[src/rtl/spi_pkg.sv]
package spi_pkg;

    localparam logic ADDR_DATA = 1'b0;
    localparam logic ADDR_CTRL = 1'b1;

    localparam int CTRL_SEL_BIT  = 0;
    localparam int CTRL_SLOW_BIT = 1;
    localparam int CTRL_AUTO_BIT = 2;
    localparam int CTRL_BUSY_BIT = 7;

    localparam logic [7:0] AUTO_FILL = 8'hFF;

    typedef struct packed {
        logic auto_tx;
        logic slow;
        logic sel;
    } ctrl_t;

endpackage

[src/rtl/spi_rate_gen.sv]
module spi_rate_gen #(
    parameter int FAST_DIV = 4,
    parameter int SLOW_DIV = 128
) (
    input  logic clk,
    input  logic rst_n,
    input  logic run_i,
    input  logic slow_i,
    output logic tick_o
);
    localparam int FAST_HALF = FAST_DIV / 2;
    localparam int SLOW_HALF = SLOW_DIV / 2;
    localparam int MAX_HALF  = (SLOW_HALF > FAST_HALF) ? SLOW_HALF : FAST_HALF;
    localparam int CW        = (MAX_HALF > 1) ? $clog2(MAX_HALF) : 1;

    typedef struct packed {
        logic [CW-1:0] cnt;
    } rate_t;

    rate_t s_q, s_d;
    logic [CW-1:0] limit;

    always_comb begin
        limit  = slow_i ? CW'(SLOW_HALF - 1) : CW'(FAST_HALF - 1);
        tick_o = run_i && (s_q.cnt >= limit);
        s_d    = s_q;
        if (!run_i || tick_o) begin
            s_d.cnt = '0;
        end else begin
            s_d.cnt = s_q.cnt + 1'b1;
        end
    end

    always_ff @(posedge clk or negedge rst_n) begin
        if (!rst_n) begin
            s_q <= '0;
        end else begin
            s_q <= s_d;
        end
    end

    // half periods span at least two cycles, never back-to-back ticks
    p_tick_gap_r6: assert property (@(posedge clk) disable iff (!rst_n)
        tick_o |=> !tick_o);

    // counter resets when the engine is idle
    p_idle_clear_r6: assert property (@(posedge clk) disable iff (!rst_n)
        !run_i |=> (s_q.cnt == '0));

endmodule

[src/rtl/spi_shift_engine.sv]
module spi_shift_engine #(
    parameter int BITS = 8
) (
    input  logic            clk,
    input  logic            rst_n,
    input  logic            start_i,
    input  logic [BITS-1:0] tx_byte_i,
    input  logic            tick_i,
    input  logic            miso_i,
    output logic            busy_o,
    output logic            sck_o,
    output logic            mosi_o,
    output logic [BITS-1:0] rx_byte_o
);
    localparam int CNT_W = (BITS > 1) ? $clog2(BITS) : 1;
    localparam logic [CNT_W-1:0] LAST_BIT = CNT_W'(BITS - 1);

    typedef struct packed {
        logic            busy;
        logic            sck;
        logic [CNT_W-1:0] cnt;
        logic [BITS-1:0] tx;
        logic [BITS-1:0] rx_sh;
        logic [BITS-1:0] rx_last;
    } eng_t;

    eng_t s_q, s_d;

    always_comb begin
        s_d = s_q;
        if (!s_q.busy) begin
            s_d.sck = 1'b0;
            if (start_i) begin
                s_d.busy = 1'b1;
                s_d.cnt  = '0;
                s_d.tx   = tx_byte_i;
            end
        end else if (tick_i) begin
            if (!s_q.sck) begin
                s_d.sck   = 1'b1;
                s_d.rx_sh = {s_q.rx_sh[BITS-2:0], miso_i};
            end else begin
                s_d.sck = 1'b0;
                if (s_q.cnt == LAST_BIT) begin
                    s_d.busy    = 1'b0;
                    s_d.rx_last = s_q.rx_sh;
                end else begin
                    s_d.cnt = s_q.cnt + 1'b1;
                    s_d.tx  = {s_q.tx[BITS-2:0], 1'b1};
                end
            end
        end
    end

    always_ff @(posedge clk or negedge rst_n) begin
        if (!rst_n) begin
            s_q <= '0;
        end else begin
            s_q <= s_d;
        end
    end

    assign busy_o    = s_q.busy;
    assign sck_o     = s_q.sck;
    assign mosi_o    = s_q.tx[BITS-1];
    assign rx_byte_o = s_q.rx_last;

    // clock idles low outside a transfer
    p_sck_idle_r4: assert property (@(posedge clk) disable iff (!rst_n)
        !s_q.busy |-> !s_q.sck);

    // MOSI only moves on a falling SCK within a transfer
    p_mosi_hold_r4: assert property (@(posedge clk) disable iff (!rst_n)
        (s_q.busy && $past(s_q.busy) && !$fell(s_q.sck)) |-> $stable(mosi_o));

    // a transfer ends only after the last bit's falling edge
    p_done_last_r3: assert property (@(posedge clk) disable iff (!rst_n)
        $fell(s_q.busy) |-> ($past(s_q.cnt) == LAST_BIT && $past(s_q.sck)));

    // a start request during a transfer leaves the byte in flight alone
    p_ignore_busy_r7: assert property (@(posedge clk) disable iff (!rst_n)
        (s_q.busy && start_i && !tick_i) |=> $stable(s_q.tx));

endmodule

[src/rtl/spi_reg_file.sv]
module spi_reg_file
    import spi_pkg::*;
(
    input  logic       clk,
    input  logic       rst_n,
    input  logic       reg_addr,
    input  logic       reg_wr,
    input  logic       reg_rd,
    input  logic [7:0] reg_wdata,
    input  logic       busy_i,
    input  logic [7:0] rx_byte_i,
    output logic [7:0] reg_rdata,
    output ctrl_t      ctrl_o,
    output logic       start_o,
    output logic [7:0] tx_byte_o
);
    typedef struct packed {
        ctrl_t ctrl;
    } regs_t;

    regs_t s_q, s_d;
    logic  data_wr;
    logic  auto_rd;

    always_comb begin
        s_d = s_q;
        if (reg_wr && reg_addr == ADDR_CTRL) begin
            s_d.ctrl.sel     = reg_wdata[CTRL_SEL_BIT];
            s_d.ctrl.slow    = reg_wdata[CTRL_SLOW_BIT];
            s_d.ctrl.auto_tx = reg_wdata[CTRL_AUTO_BIT];
        end

        data_wr   = reg_wr && (reg_addr == ADDR_DATA) && !busy_i;
        auto_rd   = reg_rd && !reg_wr && (reg_addr == ADDR_DATA)
                    && s_q.ctrl.auto_tx && !busy_i;
        start_o   = data_wr || auto_rd;
        tx_byte_o = data_wr ? reg_wdata : AUTO_FILL;

        reg_rdata = '0;
        if (reg_addr == ADDR_CTRL) begin
            reg_rdata[CTRL_SEL_BIT]  = s_q.ctrl.sel;
            reg_rdata[CTRL_SLOW_BIT] = s_q.ctrl.slow;
            reg_rdata[CTRL_AUTO_BIT] = s_q.ctrl.auto_tx;
            reg_rdata[CTRL_BUSY_BIT] = busy_i;
        end else begin
            reg_rdata = rx_byte_i;
        end
    end

    always_ff @(posedge clk or negedge rst_n) begin
        if (!rst_n) begin
            s_q <= '0;
        end else begin
            s_q <= s_d;
        end
    end

    assign ctrl_o = s_q.ctrl;

    // select follows a control write from the next edge
    p_sel_follow_r2: assert property (@(posedge clk) disable iff (!rst_n)
        (reg_wr && reg_addr == ADDR_CTRL) |=> (ctrl_o.sel == $past(reg_wdata[CTRL_SEL_BIT])));

    // no start request while busy
    p_no_start_busy_r7: assert property (@(posedge clk) disable iff (!rst_n)
        busy_i |-> !start_o);

endmodule

[src/rtl/spi_byte_master.sv]
module spi_byte_master
    import spi_pkg::*;
#(
    parameter int FAST_DIV = 4,
    parameter int SLOW_DIV = 128
) (
    input  logic       clk,
    input  logic       rst_n,
    input  logic       reg_addr,
    input  logic       reg_wr,
    input  logic       reg_rd,
    input  logic [7:0] reg_wdata,
    output logic [7:0] reg_rdata,
    output logic       spi_sck,
    output logic       spi_mosi,
    input  logic       spi_miso,
    output logic       spi_cs_n
);
    ctrl_t      ctrl;
    logic       start;
    logic [7:0] tx_byte;
    logic       busy;
    logic       tick;
    logic [7:0] rx_byte;

    spi_reg_file u_regs (
        .clk       (clk),
        .rst_n     (rst_n),
        .reg_addr  (reg_addr),
        .reg_wr    (reg_wr),
        .reg_rd    (reg_rd),
        .reg_wdata (reg_wdata),
        .busy_i    (busy),
        .rx_byte_i (rx_byte),
        .reg_rdata (reg_rdata),
        .ctrl_o    (ctrl),
        .start_o   (start),
        .tx_byte_o (tx_byte)
    );

    spi_rate_gen #(
        .FAST_DIV (FAST_DIV),
        .SLOW_DIV (SLOW_DIV)
    ) u_rate (
        .clk    (clk),
        .rst_n  (rst_n),
        .run_i  (busy),
        .slow_i (ctrl.slow),
        .tick_o (tick)
    );

    spi_shift_engine #(
        .BITS (8)
    ) u_engine (
        .clk       (clk),
        .rst_n     (rst_n),
        .start_i   (start),
        .tx_byte_i (tx_byte),
        .tick_i    (tick),
        .miso_i    (spi_miso),
        .busy_o    (busy),
        .sck_o     (spi_sck),
        .mosi_o    (spi_mosi),
        .rx_byte_o (rx_byte)
    );

    assign spi_cs_n = ~ctrl.sel;

    // an auto-transmit read while idle launches a transfer
    p_auto_launch_r8: assert property (@(posedge clk) disable iff (!rst_n)
        (reg_rd && !reg_wr && reg_addr == ADDR_DATA && ctrl.auto_tx && !busy) |=> busy);

    // a plain read never launches a transfer
    p_plain_read_r9: assert property (@(posedge clk) disable iff (!rst_n)
        (reg_rd && !reg_wr && !ctrl.auto_tx && !busy) |=> !busy);

endmodule

[config.mk]
export PLATFORM = sky130hd
export DESIGN_NAME = spi_byte_master
export DESIGN_NICKNAME = d
export VERILOG_FILES = /design/src/rtl/spi_pkg.sv /design/src/rtl/spi_rate_gen.sv /design/src/rtl/spi_shift_engine.sv /design/src/rtl/spi_reg_file.sv /design/src/rtl/spi_byte_master.sv
export SDC_FILE = /design/constraint.sdc
export NUM_CORES = 1
export LEC_CHECK = 0
export BUFFER_PORTS_ARGS = -buffer_cell sky130_fd_sc_hd__buf_2
export CORE_MARGIN = 2
export CORE_UTILIZATION = 30
export DETAILED_ROUTE_END_ITERATION = 16
export PLACE_DENSITY = 0.47
export SETUP_SLACK_MARGIN = 0.15
export SLEW_MARGIN = 0
export SYNTH_ARGS = -nofsm -noshare
export SYNTH_HDL_FRONTEND = slang
export SYNTH_SLANG_ARGS = --single-unit
[constraint.sdc]
create_clock -name clk -period 3.4 [get_ports clk]
set_input_delay 0.51 -clock clk [delete_from_list [all_inputs] [get_ports clk]]
set_output_delay 0.51 -clock clk [all_outputs]
set_load 0.02 [all_outputs]
==> flow_summary.ini <==
[outcome]
status = finished, final reports clean

[setup_path]
arrival_ns = 2.74
critPathMaxStageDelay_ns = 0.64
rrSetupSlack_ns = 0.84
end_kind = register
r2r_start = u_regs.ctrl_o[1]
ff2ff_path_depth = 6
cp_cell_sequence = inv_1 -> ha_1 -> nand4_1 -> o21ai_1 -> o2111a_1 -> mux2_2
startpoint_type = register
critical-path-top-delay-family = compound AO/OA/AOI/OAI gates
cp.buffers_inverters = 1
worstPathMaxFanout = 10
worst-setup-path-type = reg2reg
crit_cells = 6
cp_slowest_cell = o21ai_1
r2r_end = u_engine.rx_byte_o[3]
worst_ep_required_time_ns = 3.58

[clock_network]
cts_tree = done
htree_levels = 2
cts_setup_buffers = 0
numCtsBuffers = 5
path_clk_slew_ns = 0.08
postCtsResizedCells = 0
clockBufferDepth = 2
cts_root_buffer = clkbuf_8
clock_latency_ns = 0.29
cts.sink_count = 38
cts_hold_buf = 0

[synth]
synthesis.nets = 191
syn_area_um2 = 1953
syn_area_per_cell_um2 = 11.56
synth_seq_cells = 38
ys_types = 31
synthCells = 169
yosysWarnings = 0
ys_seq_area_frac = 0.4869

[timing]
fmax_mhz = 390.4
setup_tns_ns = 0
slew_headroom = 0.4252
fin_skew_ns = 0.006747
hold_viol = 0
period_share = 0.7535
fin_crit_ns = 2.562
rsz0062_at_grt = no
finalMaxSlewViolations = 0
tightest_slew_ns = 0.8622
setup_viol_count_final = 0

[cells_and_area]
area.growth.synth_to_final_pct = 14.48
drive_gt1_frac = 0.3231
finalInstanceArea_um2 = 2236
layout_commonest_cell = dfrtp_1
final_cell_mix = dfrtp_1 (38), buf_2 (24), mux2_2 (23)
diodes = 0
fin_nets = 216

[floorplanning]
fp-row-count = 29
dieHeight_um = 84.69
die_area_um2 = 7172
core-area_um2 = 6314
start_util = 0.3094
die_w_um = 84.69
io_pins = 25

[min_path]
hold_class = in2async

[drt]
via_per_inst = 4.750
drc = 0
post_drt_wl_per_cell_um = 13.75
ant_nets = 0
dr.pass1.iters = 3
vias = 1292
drtIter0Drc = 23
wl_um = 3739

[global_routing]
antenna_found_initial = 0
grt_usage = 0.1139
overflow = 0
grt_max_degree = 39
first_global_vias = 1304
grt_pass1_wl_um = 6389
grt_use_met1 = 0.1519
use_met2 = 0.1804
grt-busiest-layer = met2
grtUsageMet3 = 0.02950

[place]
placed_area_um2 = 2141
numPortBuffers = 24
hpwl_um = 2620
place_congestion = 0.7861

[pwr]
power.total_uw = 1681
p_leak_uw = 0.001100
power.density_nw_per_um2 = 752.0
peakVddDrop_uv = 316.7

[run]
maxCapViolations = 0
## cell type report
cell class | count | area (um2)
inverters | 15 | 56.30
flip-flops and latches | 38 | 950.9
clock buffers | 6 | 82.58
fillers | 668 | 4078
multi-input cells | 108 | 902.1
well taps | 77 | 96.34
repair buffers | 26 | 135.1
clock inverters | 2 | 12.51
## synthesized netlist by cell type
master	number	area share
nor3_1	9	0.023
and3b_4	1	0.0064
mux2i_1	9	0.046
xnor2_1	2	0.0090
buf_1	1	0.0019
nand3_1	2	0.0051
o21bai_1	1	0.0038
a21oi_4	1	0.0083
o21ai_1	1	0.0026
o2111a_1	1	0.0058
nand2_1	5	0.0096
a21oi_1	10	0.026
nor4b_1	8	0.036
mux2_2	23	0.13
buf_4	2	0.0077
nor2_1	3	0.0058
inv_1	15	0.029
ha_1	8	0.051
xor2_1	2	0.0090
a21oi_2	1	0.0045
dfrtp_1	38	0.49
nand4_1	1	0.0032
buf_2	5	0.013
a2111oi_0	1	0.0045
o21ai_2	1	0.0045
nor2b_1	4	0.013
a211oi_4	1	0.010
o21a_1	1	0.0038
nor3b_4	1	0.0096
o21ai_0	10	0.026
or3_1	1	0.0032
## logic make-up after synthesis
logic type,share of synthesized area
xor+xnor,0.01794
fa+ha+maj,0.05125
buf+inv,0.05124
flops,0.4869
mux,0.1787
compound gates,0.09930
simple gates,0.1147
## worst max path at each step
stage                     slack, ns                    end        startpoint
after detailed placement       0.85  u_engine.rx_byte_o[3]  u_regs.ctrl_o[1]
final                          0.84  u_engine.rx_byte_o[3]  u_regs.ctrl_o[1]
after global placement         0.87  u_engine.rx_byte_o[0]  u_regs.ctrl_o[1]
after CTS                      0.83  u_engine.rx_byte_o[5]  u_regs.ctrl_o[1]
after floorplan                1.50  u_engine.rx_byte_o[0]  u_regs.ctrl_o[1]
after global routing           0.69  u_engine.rx_byte_o[6]  u_regs.ctrl_o[1]
## metal layers
layer,part of all wire,up-vias
met2,0.47,21
met3,0.036,4
met4,0.013,0
met1,0.48,624
li1,-,643
met5,0,-
## worst reg2reg max path, delay by kind of cell (launching register included)
| kind | cells | cell delay (ns) |
|---|---|---|
| AO/OA/AOI/OAI | 2 | 1.14 |
| adder cells (fa/ha/maj) | 1 | 0.35 |
| buffers and inverters | 1 | 0.11 |
| flip-flops | 1 | 0.37 |
| multiplexers | 1 | 0.38 |
| AND/OR/NAND/NOR | 1 | 0.10 |
## power breakdown
part | internal (uW) | leakage (uW) | total (uW) | switching (uW)
clock | 163 | 0.0000472 | 328 | 165
sequential | 599 | 0.000491 | 730 | 131
combinational | 297 | 0.000562 | 624 | 327
total | 1060 | 0.00110 | 1680 | 622
## metrics by stage
step,hold WS [ns],util,instances,worst slack (ns)
finish,0.3326,0.3541,272,0.8382
global route,0.4091,0.3541,272,0.6874
CTS,0.3602,0.3541,272,0.8287
detailed placement,0.4887,0.3391,264,0.8515
global placement,0.4861,0.3391,264,0.8667
floorplan,0.2144,-,169,1.499
## flip-flops by register name, summed over array words and instances (netlist names)
name                flops
u_engine.rx_byte_o      8
u_engine.mosi_o         1
u_rate.s_q              6
u_regs.ctrl_o           3
u_engine.s_q           18
u_engine.busy_o         1
u_engine.sck_o          1
Power figures use the tool's default switching activity.
